## config.mk

```make
export PLATFORM = sky130hd
export DESIGN_NAME = regwin_bridge
export DESIGN_NICKNAME = d
export VERILOG_FILES = /design/src/rtl/regwin_pkg.sv /design/src/rtl/regwin_ctrl.sv /design/src/rtl/regwin_reg_stub.sv /design/src/rtl/regwin_cmd_engine.sv /design/src/rtl/regwin_irq.sv /design/src/rtl/regwin_bridge.sv
export SDC_FILE = /design/constraint.sdc
export NUM_CORES = 2
export LEC_CHECK = 0
export BUFFER_PORTS_ARGS = -buffer_cell sky130_fd_sc_hd__buf_2
export CORE_MARGIN = 3
export CORE_UTILIZATION = 41
export CTS_BUF_LIST = sky130_fd_sc_hd__clkbuf_2
export DETAILED_ROUTE_END_ITERATION = 7
export GPL_TIMING_DRIVEN = 0
export PLACE_DENSITY = 0.65
export SLEW_MARGIN = 20
export SYNTH_ARGS = -nofsm -noshare
export SYNTH_HDL_FRONTEND = slang
export SYNTH_HIERARCHICAL = 1
export SYNTH_SLANG_ARGS = --single-unit
```

## constraint.sdc

```tcl
create_clock -name clk -period 3 [get_ports clk]
set_input_delay 0.45 -clock clk [delete_from_list [all_inputs] [get_ports clk]]
set_output_delay 0.45 -clock clk [all_outputs]
set_load 0.005 [all_outputs]
```

## src/rtl/regwin_pkg.sv

```systemverilog
package regwin_pkg;
  // field positions inside the command word (decoded by software)
  localparam int F_ADDR_LO = 0;
  localparam int F_WD_LO   = 8;
  localparam int F_WE      = 16;
  localparam int F_ERR     = 22;
  localparam int F_BUSY    = 23;
  localparam int F_RD_LO   = 24;

  // host offsets
  localparam int OFS_CTRL = 'h00;
  localparam int OFS_CMD  = 'h04;
  localparam int OFS_MASK = 'h08;
  localparam int OFS_CLR  = 'h0C;
  localparam int OFS_STAT = 'h10;

  // interrupt vector layout
  localparam int IRQ_W      = 3;
  localparam int IRQ_TX_BIT = 1;
  localparam int IRQ_RX_BIT = 2;
  localparam logic [IRQ_W-1:0] IRQ_IMPL = 3'b110;

  typedef enum logic [1:0] {
    CLK_OFF   = 2'd0,
    CLK_GATED = 2'd1,
    CLK_FREE  = 2'd2,
    CLK_RSVD  = 2'd3
  } clk_mode_e;
endpackage

```

## src/rtl/regwin_ctrl.sv

```systemverilog
module regwin_ctrl
  import regwin_pkg::*;
(
  input  logic       clk,
  input  logic       rst,
  input  logic       wr,
  input  logic [2:0] wdata,
  output logic       srst,
  output logic [1:0] mode_bits,
  output logic       clk_en
);
  clk_mode_e mode_q;

  always_ff @(posedge clk) begin
    if (rst) begin
      srst   <= 1'b0;
      mode_q <= CLK_OFF;
    end else if (wr) begin
      srst   <= wdata[0];
      mode_q <= clk_mode_e'(wdata[2:1]);
    end
  end

  assign mode_bits = mode_q;
  assign clk_en    = (mode_q == CLK_GATED) || (mode_q == CLK_FREE);


  ctrl_load_chk: assert property (@(posedge clk) disable iff (rst)
    wr |=> (srst == $past(wdata[0])) && (mode_bits == $past(wdata[2:1])));
endmodule

```

## src/rtl/regwin_reg_stub.sv

```systemverilog
module regwin_reg_stub #(
  parameter int AW = 8,
  parameter int DW = 8
) (
  input  logic          clk,
  input  logic          we,
  input  logic [AW-1:0] addr,
  input  logic [DW-1:0] wdata,
  output logic [DW-1:0] rdata
);
  localparam int DEPTH = 1 << AW;

  logic [DW-1:0] mem [DEPTH];

  // single-port, read-first, registered read: maps onto block RAM
  always_ff @(posedge clk) begin
    if (we) mem[addr] <= wdata;
    rdata <= mem[addr];
  end
endmodule

```

## src/rtl/regwin_cmd_engine.sv

```systemverilog
module regwin_cmd_engine #(
  parameter int ACC_LAT = 2,
  parameter int AW      = 8,
  parameter int DW      = 8
) (
  input  logic             clk,
  input  logic             rst,
  input  logic             srst,
  input  logic             clk_en,
  input  logic             cmd_wr,
  input  logic [AW+DW:0]   cmd_in,   // {we, wdata, addr}
  output logic             busy,
  output logic             err,
  output logic [AW+DW:0]   cmd_q,
  output logic [DW-1:0]    rd_data,
  output logic             mem_we,
  output logic [AW-1:0]    mem_addr,
  output logic [DW-1:0]    mem_wdata,
  input  logic [DW-1:0]    mem_rdata
);
  // the registered memory read needs at least two cycles
  localparam int LAT = (ACC_LAT < 2) ? 2 : ACC_LAT;
  localparam int CW  = $clog2(LAT + 1);

  logic [CW-1:0] cnt;
  logic          accept;
  logic          last;
  logic          we_q;

  assign we_q      = cmd_q[AW+DW];
  assign mem_addr  = cmd_q[AW-1:0];
  assign mem_wdata = cmd_q[AW+DW-1:AW];
  assign accept    = cmd_wr && !busy && !srst;
  assign last      = busy && clk_en && (cnt == CW'(1));
  assign mem_we    = last && we_q;

  always_ff @(posedge clk) begin
    if (rst || srst) begin
      busy    <= 1'b0;
      err     <= 1'b0;
      cnt     <= '0;
      cmd_q   <= '0;
      rd_data <= '0;
    end else begin
      if (accept) begin
        cmd_q <= cmd_in;
        busy  <= 1'b1;
        cnt   <= CW'(LAT);
      end else if (busy && clk_en) begin
        if (cnt == CW'(1)) begin
          busy <= 1'b0;
          cnt  <= '0;
          if (!we_q) rd_data <= mem_rdata;
        end else begin
          cnt <= cnt - CW'(1);
        end
      end
      if (cmd_wr && busy) err <= 1'b1;
    end
  end


  accept_sets_busy_chk: assert property (@(posedge clk) disable iff (rst)
    accept |=> busy);

  collision_flag_chk: assert property (@(posedge clk) disable iff (rst)
    (cmd_wr && busy && !srst) |=> err);

  collision_hold_chk: assert property (@(posedge clk) disable iff (rst)
    (cmd_wr && busy && !srst) |=> $stable(cmd_q));

  err_sticky_chk: assert property (@(posedge clk) disable iff (rst)
    (err && !srst) |=> err);

  stall_chk: assert property (@(posedge clk) disable iff (rst)
    (busy && !clk_en && !srst) |=> busy);

  srst_clear_chk: assert property (@(posedge clk) disable iff (rst)
    srst |=> (!busy && !err));
endmodule

```

## src/rtl/regwin_irq.sv

```systemverilog
module regwin_irq #(
  parameter int           W    = 3,
  parameter logic [W-1:0] IMPL = 3'b110
) (
  input  logic         clk,
  input  logic         rst,
  input  logic         srst,
  input  logic         mask_wr,
  input  logic         clr_wr,
  input  logic [W-1:0] wdata,
  input  logic [W-1:0] evt,
  output logic [W-1:0] mask,
  output logic [W-1:0] status,
  output logic         irq
);
  for (genvar i = 0; i < W; i++) begin : g_bit
    if (IMPL[i]) begin : g_impl
      always_ff @(posedge clk) begin
        if (rst)          mask[i] <= 1'b0;
        else if (mask_wr) mask[i] <= wdata[i];
      end

      always_ff @(posedge clk) begin
        if (rst || srst)                status[i] <= 1'b0;
        else if (evt[i])                status[i] <= 1'b1;
        else if (clr_wr && wdata[i])    status[i] <= 1'b0;
      end


      evt_wins_chk: assert property (@(posedge clk) disable iff (rst)
        (evt[i] && !srst) |=> status[i]);

      w1c_chk: assert property (@(posedge clk) disable iff (rst)
        (clr_wr && wdata[i] && !evt[i]) |=> !status[i]);
    end else begin : g_tie
      assign mask[i]   = 1'b0;
      assign status[i] = 1'b0;
    end
  end

  always_ff @(posedge clk) begin
    if (rst) irq <= 1'b0;
    else     irq <= !srst && |(status & mask);
  end


  irq_quiet_chk: assert property (@(posedge clk) disable iff (rst)
    srst |=> !irq);

  irq_follow_chk: assert property (@(posedge clk) disable iff (rst)
    (!srst && |(status & mask)) |=> irq);
endmodule

```

## src/rtl/regwin_bridge.sv

```systemverilog
module regwin_bridge
  import regwin_pkg::*;
#(
  parameter int HADDR_W = 5,
  parameter int ACC_LAT = 2,
  parameter int IA_W    = 8,
  parameter int ID_W    = 8
) (
  input  logic               clk,
  input  logic               rst,
  input  logic               host_wr,
  input  logic               host_rd,
  input  logic [HADDR_W-1:0] host_addr,
  input  logic [31:0]        host_wdata,
  output logic [31:0]        host_rdata,
  input  logic               ev_tx,
  input  logic               ev_rx,
  output logic               irq
);
  localparam int CMD_W = IA_W + ID_W + 1;

  logic ctrl_wr, cmd_wr, mask_wr, clr_wr;
  logic srst, clk_en;
  logic [1:0] mode_bits;
  logic busy, err;
  logic [CMD_W-1:0] cmd_in, cmd_q;
  logic [ID_W-1:0]  rd_data;
  logic             mem_we;
  logic [IA_W-1:0]  mem_addr;
  logic [ID_W-1:0]  mem_wdata, mem_rdata;
  logic [IRQ_W-1:0] evt, mask, status;
  logic [31:0]      cmd_word, rd_mux;

  assign ctrl_wr = host_wr && (host_addr == HADDR_W'(OFS_CTRL));
  assign cmd_wr  = host_wr && (host_addr == HADDR_W'(OFS_CMD));
  assign mask_wr = host_wr && (host_addr == HADDR_W'(OFS_MASK));
  assign clr_wr  = host_wr && (host_addr == HADDR_W'(OFS_CLR));

  assign cmd_in = {host_wdata[F_WE], host_wdata[F_WD_LO +: ID_W], host_wdata[F_ADDR_LO +: IA_W]};

  always_comb begin
    evt             = '0;
    evt[IRQ_TX_BIT] = ev_tx;
    evt[IRQ_RX_BIT] = ev_rx;
  end

  regwin_ctrl u_ctrl (
    .clk       (clk),
    .rst       (rst),
    .wr        (ctrl_wr),
    .wdata     (host_wdata[2:0]),
    .srst      (srst),
    .mode_bits (mode_bits),
    .clk_en    (clk_en)
  );

  regwin_cmd_engine #(.ACC_LAT(ACC_LAT), .AW(IA_W), .DW(ID_W)) u_eng (
    .clk       (clk),
    .rst       (rst),
    .srst      (srst),
    .clk_en    (clk_en),
    .cmd_wr    (cmd_wr),
    .cmd_in    (cmd_in),
    .busy      (busy),
    .err       (err),
    .cmd_q     (cmd_q),
    .rd_data   (rd_data),
    .mem_we    (mem_we),
    .mem_addr  (mem_addr),
    .mem_wdata (mem_wdata),
    .mem_rdata (mem_rdata)
  );

  regwin_reg_stub #(.AW(IA_W), .DW(ID_W)) u_stub (
    .clk   (clk),
    .we    (mem_we),
    .addr  (mem_addr),
    .wdata (mem_wdata),
    .rdata (mem_rdata)
  );

  regwin_irq #(.W(IRQ_W), .IMPL(IRQ_IMPL)) u_irq (
    .clk     (clk),
    .rst     (rst),
    .srst    (srst),
    .mask_wr (mask_wr),
    .clr_wr  (clr_wr),
    .wdata   (host_wdata[IRQ_W-1:0]),
    .evt     (evt),
    .mask    (mask),
    .status  (status),
    .irq     (irq)
  );

  always_comb begin
    cmd_word                     = '0;
    cmd_word[F_ADDR_LO +: IA_W]  = cmd_q[IA_W-1:0];
    cmd_word[F_WD_LO +: ID_W]    = cmd_q[IA_W +: ID_W];
    cmd_word[F_WE]               = cmd_q[CMD_W-1];
    cmd_word[F_ERR]              = err;
    cmd_word[F_BUSY]             = busy;
    cmd_word[F_RD_LO +: ID_W]    = rd_data;
  end

  always_comb begin
    rd_mux = '0;
    if (host_addr == HADDR_W'(OFS_CTRL))      rd_mux[2:0]       = {mode_bits, srst};
    else if (host_addr == HADDR_W'(OFS_CMD))  rd_mux            = cmd_word;
    else if (host_addr == HADDR_W'(OFS_MASK)) rd_mux[IRQ_W-1:0] = mask;
    else if (host_addr == HADDR_W'(OFS_STAT)) rd_mux[IRQ_W-1:0] = status;
  end

  always_ff @(posedge clk) begin
    if (rst)          host_rdata <= '0;
    else if (host_rd) host_rdata <= rd_mux;
  end


  run_mode_chk: assert property (@(posedge clk) disable iff (rst)
    (busy && !srst && (mode_bits == 2'd0 || mode_bits == 2'd3)) |=> busy);

  rd_hold_chk: assert property (@(posedge clk) disable iff (rst)
    !host_rd |=> $stable(host_rdata));
endmodule

```

After elaboration in Yosys (flattened, before gate mapping)
Memory sizes are Yosys's and may differ from the RTL's. A register that Yosys moved wholly into a read port is not among the register bits. Index checks and enable logic that the tools add are counted.

Bitwise logic cells: 3. Div/mod/pow operators: 0. Reduce and logical (&&, ||, !) cells: 26. $add $sub $neg: 1. Shift operators: 0. Magnitude comparators: 0. Eq/ne operators: 7. $mul: 0. Mux-type cells: 18.

Operators by type and width (count): two-way mux 29 bit (2); logical AND 1 bit (13); two-way mux 3 bit (4); == test 5 x 4 -> 1 bit, second input constant (2); two-way mux 1 bit (9); nonzero test 2 bit (4); two-way mux 2 bit (3); == test 5 x 3 -> 1 bit, second input constant (1); == test 5 bit, second input constant (1); zero test 5 bit (1); == test 2 x 1 -> 1 bit, second input constant (2); AND reduction 4 bit (1); AND 3 bit (1); OR reduction 3 bit (1); == test 2 bit, second input constant (1); zero test 1 bit (2); logical OR 1 bit (2); NOT 1 bit (2); AND reduction 2 bit (1); OR reduction 2 bit (1); subtractor 2 x 1 -> 2 bit, second input constant (1).

Memories kept: 1. Word-level logic and storage cells: 70. Memory bits (read-only): 0. Register bits: 69. Output and inout port bits: 33. Latch bits: 0. Bits of input ports: 43. Bits in writable memories: 2048.

Memory list: u_stub.mem (words 256, bits a word 8, rd ports 1, clocked after Yosys merged registers in 1, write ports 1, RTL line regwin_reg_stub.sv:13) `logic [DW-1:0] mem [DEPTH];`.

Longest topological paths before layout
Word-level depth: 7. Depth in mapped cells: 11. Depth with buffers taken out: 7.

By module
Netlist, hierarchy kept.

By module, submodules not included: regwin_reg_stub (seq. area each 61659.1 um2, times used 1, area an instance 78492.8 um2, cells each 3547); regwin_cmd_engine (seq. area each 580.6 um2, times used 1, area an instance 1660.3 um2, cells each 152); regwin_bridge (seq. area each 540.5 um2, times used 1, area an instance 1179.9 um2, cells each 126); regwin_irq (seq. area each 100.1 um2, times used 1, area an instance 192.7 um2, cells each 19); regwin_ctrl (seq. area each 60.1 um2, times used 1, area an instance 110.1 um2, cells each 10).

Worst setup path after synthesis
OpenSTA, ideal clock, no wires.

Kind: register to register. From: register u_ctrl.mode_q[1], in the netlist u_ctrl/mode_bits[1]. To: memory u_stub.mem[157][0], enable pin. Arrival: 2273 ps. Stages on the path, launching flop included: 7. Slack: 344 ps. Clock period less this slack: 2656 ps. Buffers on the path: 2. Library setup time: 383 ps. Required time: 2617 ps. Path through: dfxtp_1 > xor2_1 > and4_1 > buf_1 > nand3_1 > clkbuf_1 > nor3_1.

Longest elaborated chain between the ends: 7. Elaborated cells on any way between the ends: 8. Classes of those cells: 2 x eq/ne; 2 x mux; 4 x reduce/logical.

Ends and longest elaborated chain: start: declaration (RTL line regwin_ctrl.sv:12) `clk_mode_e mode_q;`; start signal: assignment (RTL line regwin_ctrl.sv:20) `mode_q <= clk_mode_e'(wdata[2:1]);`; == test 2 x 1 -> 1 bit / == test 2 bit (equally long branches) (RTL line regwin_ctrl.sv:25) `assign clk_en = (mode_q == CLK_GATED) || (mode_q == CLK_FREE);`; logical OR 1 bit (*) (RTL line regwin_ctrl.sv:25); net clk_en (RTL line regwin_bridge.sv:23) `logic srst, clk_en;`; logical AND 1 bit (*) (2 in a row) (RTL line regwin_cmd_engine.sv:34) `assign last = busy && clk_en && (cnt == CW'(1));`; logical AND 1 bit (*) (RTL line regwin_cmd_engine.sv:35) `assign mem_we = last && we_q;`; net mem_we (RTL line regwin_bridge.sv:28) `logic mem_we;`; two-way mux 1 bit (*) (RTL line regwin_reg_stub.sv:17) `if (we) mem[addr] <= wdata;`; two-way mux 1 bit (not written as such) (*) (RTL line regwin_reg_stub.sv:17); end: declaration (RTL line regwin_reg_stub.sv:13).

Mark *: on every way through the listed nets, which the timed path passes. The rest lies on a longest branch.

==> results.md <==
- Run status: finished with violations
- Violated checks: setup timing
- First-pass GRT wire length: 316,000 µm
- Setup ws final: -0.321 ns
- Std cell rows: 163
- Gpl congestion: 0.991
- Sw Share: 0.226
- Post-synth EDFFs: 2,048
- Filler cell count: 16,100
- Via-to-Cell Ratio: 5.83
- CP arrival: 4.79 ns
- Number of global-route vias before repair: 44,600
- Die area: 205,000 µm²
- Initial antenna violation count: 5
- Leading register cell type out of synthesis: edfxtp_1
- Gate Count Post-Synth: 3,854
- R2R Setup Slk: -0.32 ns
- Critical path type: reg -> reg
- Max VDD drop: 0.451 mV
- CTS Buffer Depth: 4
- Sequential-to-total area share from yosys stat: 0.771
- Core box area: 198,000 µm²
- Grt ovf: 0
- Die span in y: 452 µm
- Nets: 4,658
- R2r worst-path depth: 8
- Min Tclk post-route: 3.32 ns
- Clock Latency Late Sink: 1.84 ns
- Final hold slack: 0.270 ns
- Worst Skew: 0.201 ns
- P_int: 39.8 mW
- Most frequent cells in the layout: 2,048 x edfxtp_1, 797 x clkbuf_2, 512 x mux4_2
- Setup crit end: u_stub/rdata[1]$_DFF_P_
- CTS clk-pin slew, worst paths: 0.11 ns
- Placed wire-length estimate: 143,000 µm
- Gr usage total: 0.216
- Power consumption: 51.4 mW
- Crit path capture type: register
- DRT antenna net count: 0
- Sequential cell area: 62,900 µm²
- CTS Buf Count: 540
- Area Overhead vs Synth: 16.9%
- Vias: 44,500
- Final setup violation count: 17
- Combinational cell fraction of total power: 0.010
- Tcrit/Tclk final: 1.11
- Synth async-reset ratio: 0
- CP max stage delay: 0.57 ns
- Initial Util: 0.413
- DRT Pass-1 Iters: 6
- Die W: 452 µm
- Synth warnings: 6
- H-tree depth: 6
- Core Util, Final: 0.483
- Clk network pwr share: 0.368
- Crit-path most repeated cell: buf_6
- Crit start category: register
- Critical path startpoint: u_eng/cmd_q[0]$_SDFFE_PP0P_
- Area after DPL: 86,300 µm²
- Worst path cell trace: buf_12 -> buf_6 -> buf_6 -> mux4_2 -> a22oi_2 -> a21oi_1 -> o41ai_1 -> nand4_1
- Worst hold path class: in -> reg
- Avg Inst Size Synth: 21.2 µm²
- FF-to-FF End: u_stub/rdata[1]$_DFF_P_
- Clock root buffer: clkbuf_2
- Critical Path RT: 4.47 ns
- WL/cell: 29.3 µm
- Yosys cell types: 47
- Detailed Route WL: 223,000 µm
- Slowest CP cell: mux4_2
- Fmax: 301 MHz
- RSZ-0062 raised after global routing: yes
- PwrDens: 538 nW/µm²
- Slew at the pin with the worst max-slew slack: 1.26 ns
- R2r startpoint: u_eng/cmd_q[0]$_SDFFE_PP0P_
- CP Max Fanout: 10
- TritonCTS Sinks: 2,120
- Pins Over Slew Limit: 0
- Port Buffers: 54
- Num ports: 76
- Max Cap Viol: 0
- Most common cell after layout, fill and taps aside: edfxtp_1
- Seq cells post-synth: 2,120
- Sequential power share: 0.622
- Largest net degree at the start of global routing: 126
- DR iter-0 viols: 5,869
- Netlist Area Pre-Place: 81,600 µm²
- Fin area: 95,400 µm²
- Leakage: 31.8 nW
- Sw power: 11.6 mW
- Share of layout cells above drive strength 1: 0.414
- DRC viols: 0
- Final hold vios: 0
- Footprint of the multi-input gates: 19,600 µm²
- Headroom to the max-slew limit: 0.161
- CTS tree: done
[logic make-up (layout without fill, tap and decap cells)]
| group | Yosys count | after routing | share of synthesized area |
|---|---|---|---|
| flops | 2120 | 2120 | 0.771 |
| mux | 542 | 542 | 0.146 |
| compound gates | 464 | 464 | 0.0398 |
| simple gates | 437 | 437 | 0.0248 |
| buf+inv | 287 | 1405 | 0.0180 |
| other cells | 2 | 19 | 0.0000920 |
| fa+ha+maj | 1 | 1 | 0.000153 |
| xor+xnor | 1 | 1 | 0.000107 |
[layout make-up]
type	instances	share of cell area
diodes	12	0.000315
plain buffers	278	0.0249
clock buffers	768	0.0403
clock inverters	137	0.00805
inverters	5	0.000197
multi-input cells	1452	0.205
flip-flops and latches	2120	0.660
well taps	2640	0.0346
repair buffers	217	0.0268
[synthesized netlist by cell type (2+ instances only)]
cell type,n,share of area
a22oi_1,260,0.024
mux4_2,512,0.14
buf_4,39,0.0036
buf_2,51,0.0031
nand4_1,8,0.00061
o221ai_1,3,0.00032
conb_1,2,0.000092
inv_1,5,0.00023
a21boi_1,2,0.00018
dfxtp_1,72,0.018
mux2_2,10,0.0014
or2_2,2,0.00015
o41ai_1,32,0.0034
and2_1,3,0.00023
nand2_1,35,0.0016
nand3_1,13,0.00080
nor2_1,266,0.012
o21a_1,3,0.00028
nand2b_1,6,0.00046
nor2b_1,11,0.00084
a21oi_1,129,0.0079
buf_6,24,0.0033
clkbuf_1,149,0.0069
a32oi_1,27,0.0029
mux2_4,15,0.0028
buf_1,19,0.00087
mux2i_1,5,0.00061
nor3b_1,50,0.0046
edfxtp_1,2048,0.75
o31ai_1,3,0.00028
nor3_1,34,0.0021
[power by group through the flow]
stage | logic, mW | clock network (mW) | registers [mW]
after floorplan | 0.243 | 0 | 32.6
after global placement | 0.399 | 0 | 32.7
after detailed placement | 0.421 | 0 | 32.6
after CTS | 0.511 | 19.3 | 32.0
after global routing | 0.555 | 20.9 | 32.0
final | 0.530 | 18.9 | 32.0
[flip-flops by register name, summed over array words and instances (netlist names)]
register          count
u_eng/cnt             2
u_eng/rd_data         8
u_stub/rdata          8
u_irq/status          2
u_eng/err             1
u_irq/mask            2
u_eng/cmd_q          17
u_stub/mem         2048
u_ctrl/mode_bits      2
host_rdata           27
u_eng/busy            1
u_ctrl/srst           1
u_irq/irq             1
[metrics by stage]
stage                     setup TNS, ns  setup slack, ns  instances
after global routing              -3.01           -0.283       7620
after global placement         -4234.54            -2.93       6553
final                             -2.02           -0.321       7629
after detailed placement       -3109.75            -2.17       6588
after floorplan                       0            0.344       3859
after CTS                         -6.49           -0.160       7591
[worst min-delay path by stage]
stage | start | end | cells past startpoint
after floorplan | u_ctrl/srst$_SDFFE_PP0P_ | u_irq/irq$_SDFF_PP0_ | 1
after global placement | host_rdata[28]$_SDFFE_PP0P_ | host_rdata[28]$_SDFFE_PP0P_ | 2
after detailed placement | host_rdata[22]$_SDFFE_PP0P_ | host_rdata[22]$_SDFFE_PP0P_ | 2
after CTS | host_addr[0] | u_irq/status[2]$_SDFFE_PP0P_ | 6
after global routing | host_addr[0] | u_irq/status[2]$_SDFFE_PP0P_ | 6
final | host_addr[1] | u_irq/status[2]$_SDFFE_PP0P_ | 6
[what timing repair did]
item,4_1_cts,5_1_grt
resized for setup,710,162
endpoints found under the hold margin,64,0
cloned,2,1
endpoints found under the setup margin,2056,1550
pin swaps,30,49
setup buffers,16,25
hold buffers,84,0
[layer usage]
metal  vias up  track usage  wire [µm]
li1      18100            -          -
met3       478       0.0617      25900
met2      2751        0.329     105000
met4         2       0.0883       8130
met1     23200        0.294      84500
met5         -            0         85
[worst max-delay path, delay by kind of cell (launching register included)]
family | cells | cell delay [ns]
multiplexers | 1 | 0.57
buffers and inverters | 3 | 0.72
AO/OA/AOI/OAI | 3 | 0.95
flip-flops | 1 | 0.40
AND/OR/NAND/NOR | 1 | 0.41
No activity file was read; power rests on OpenSTA's default activity.
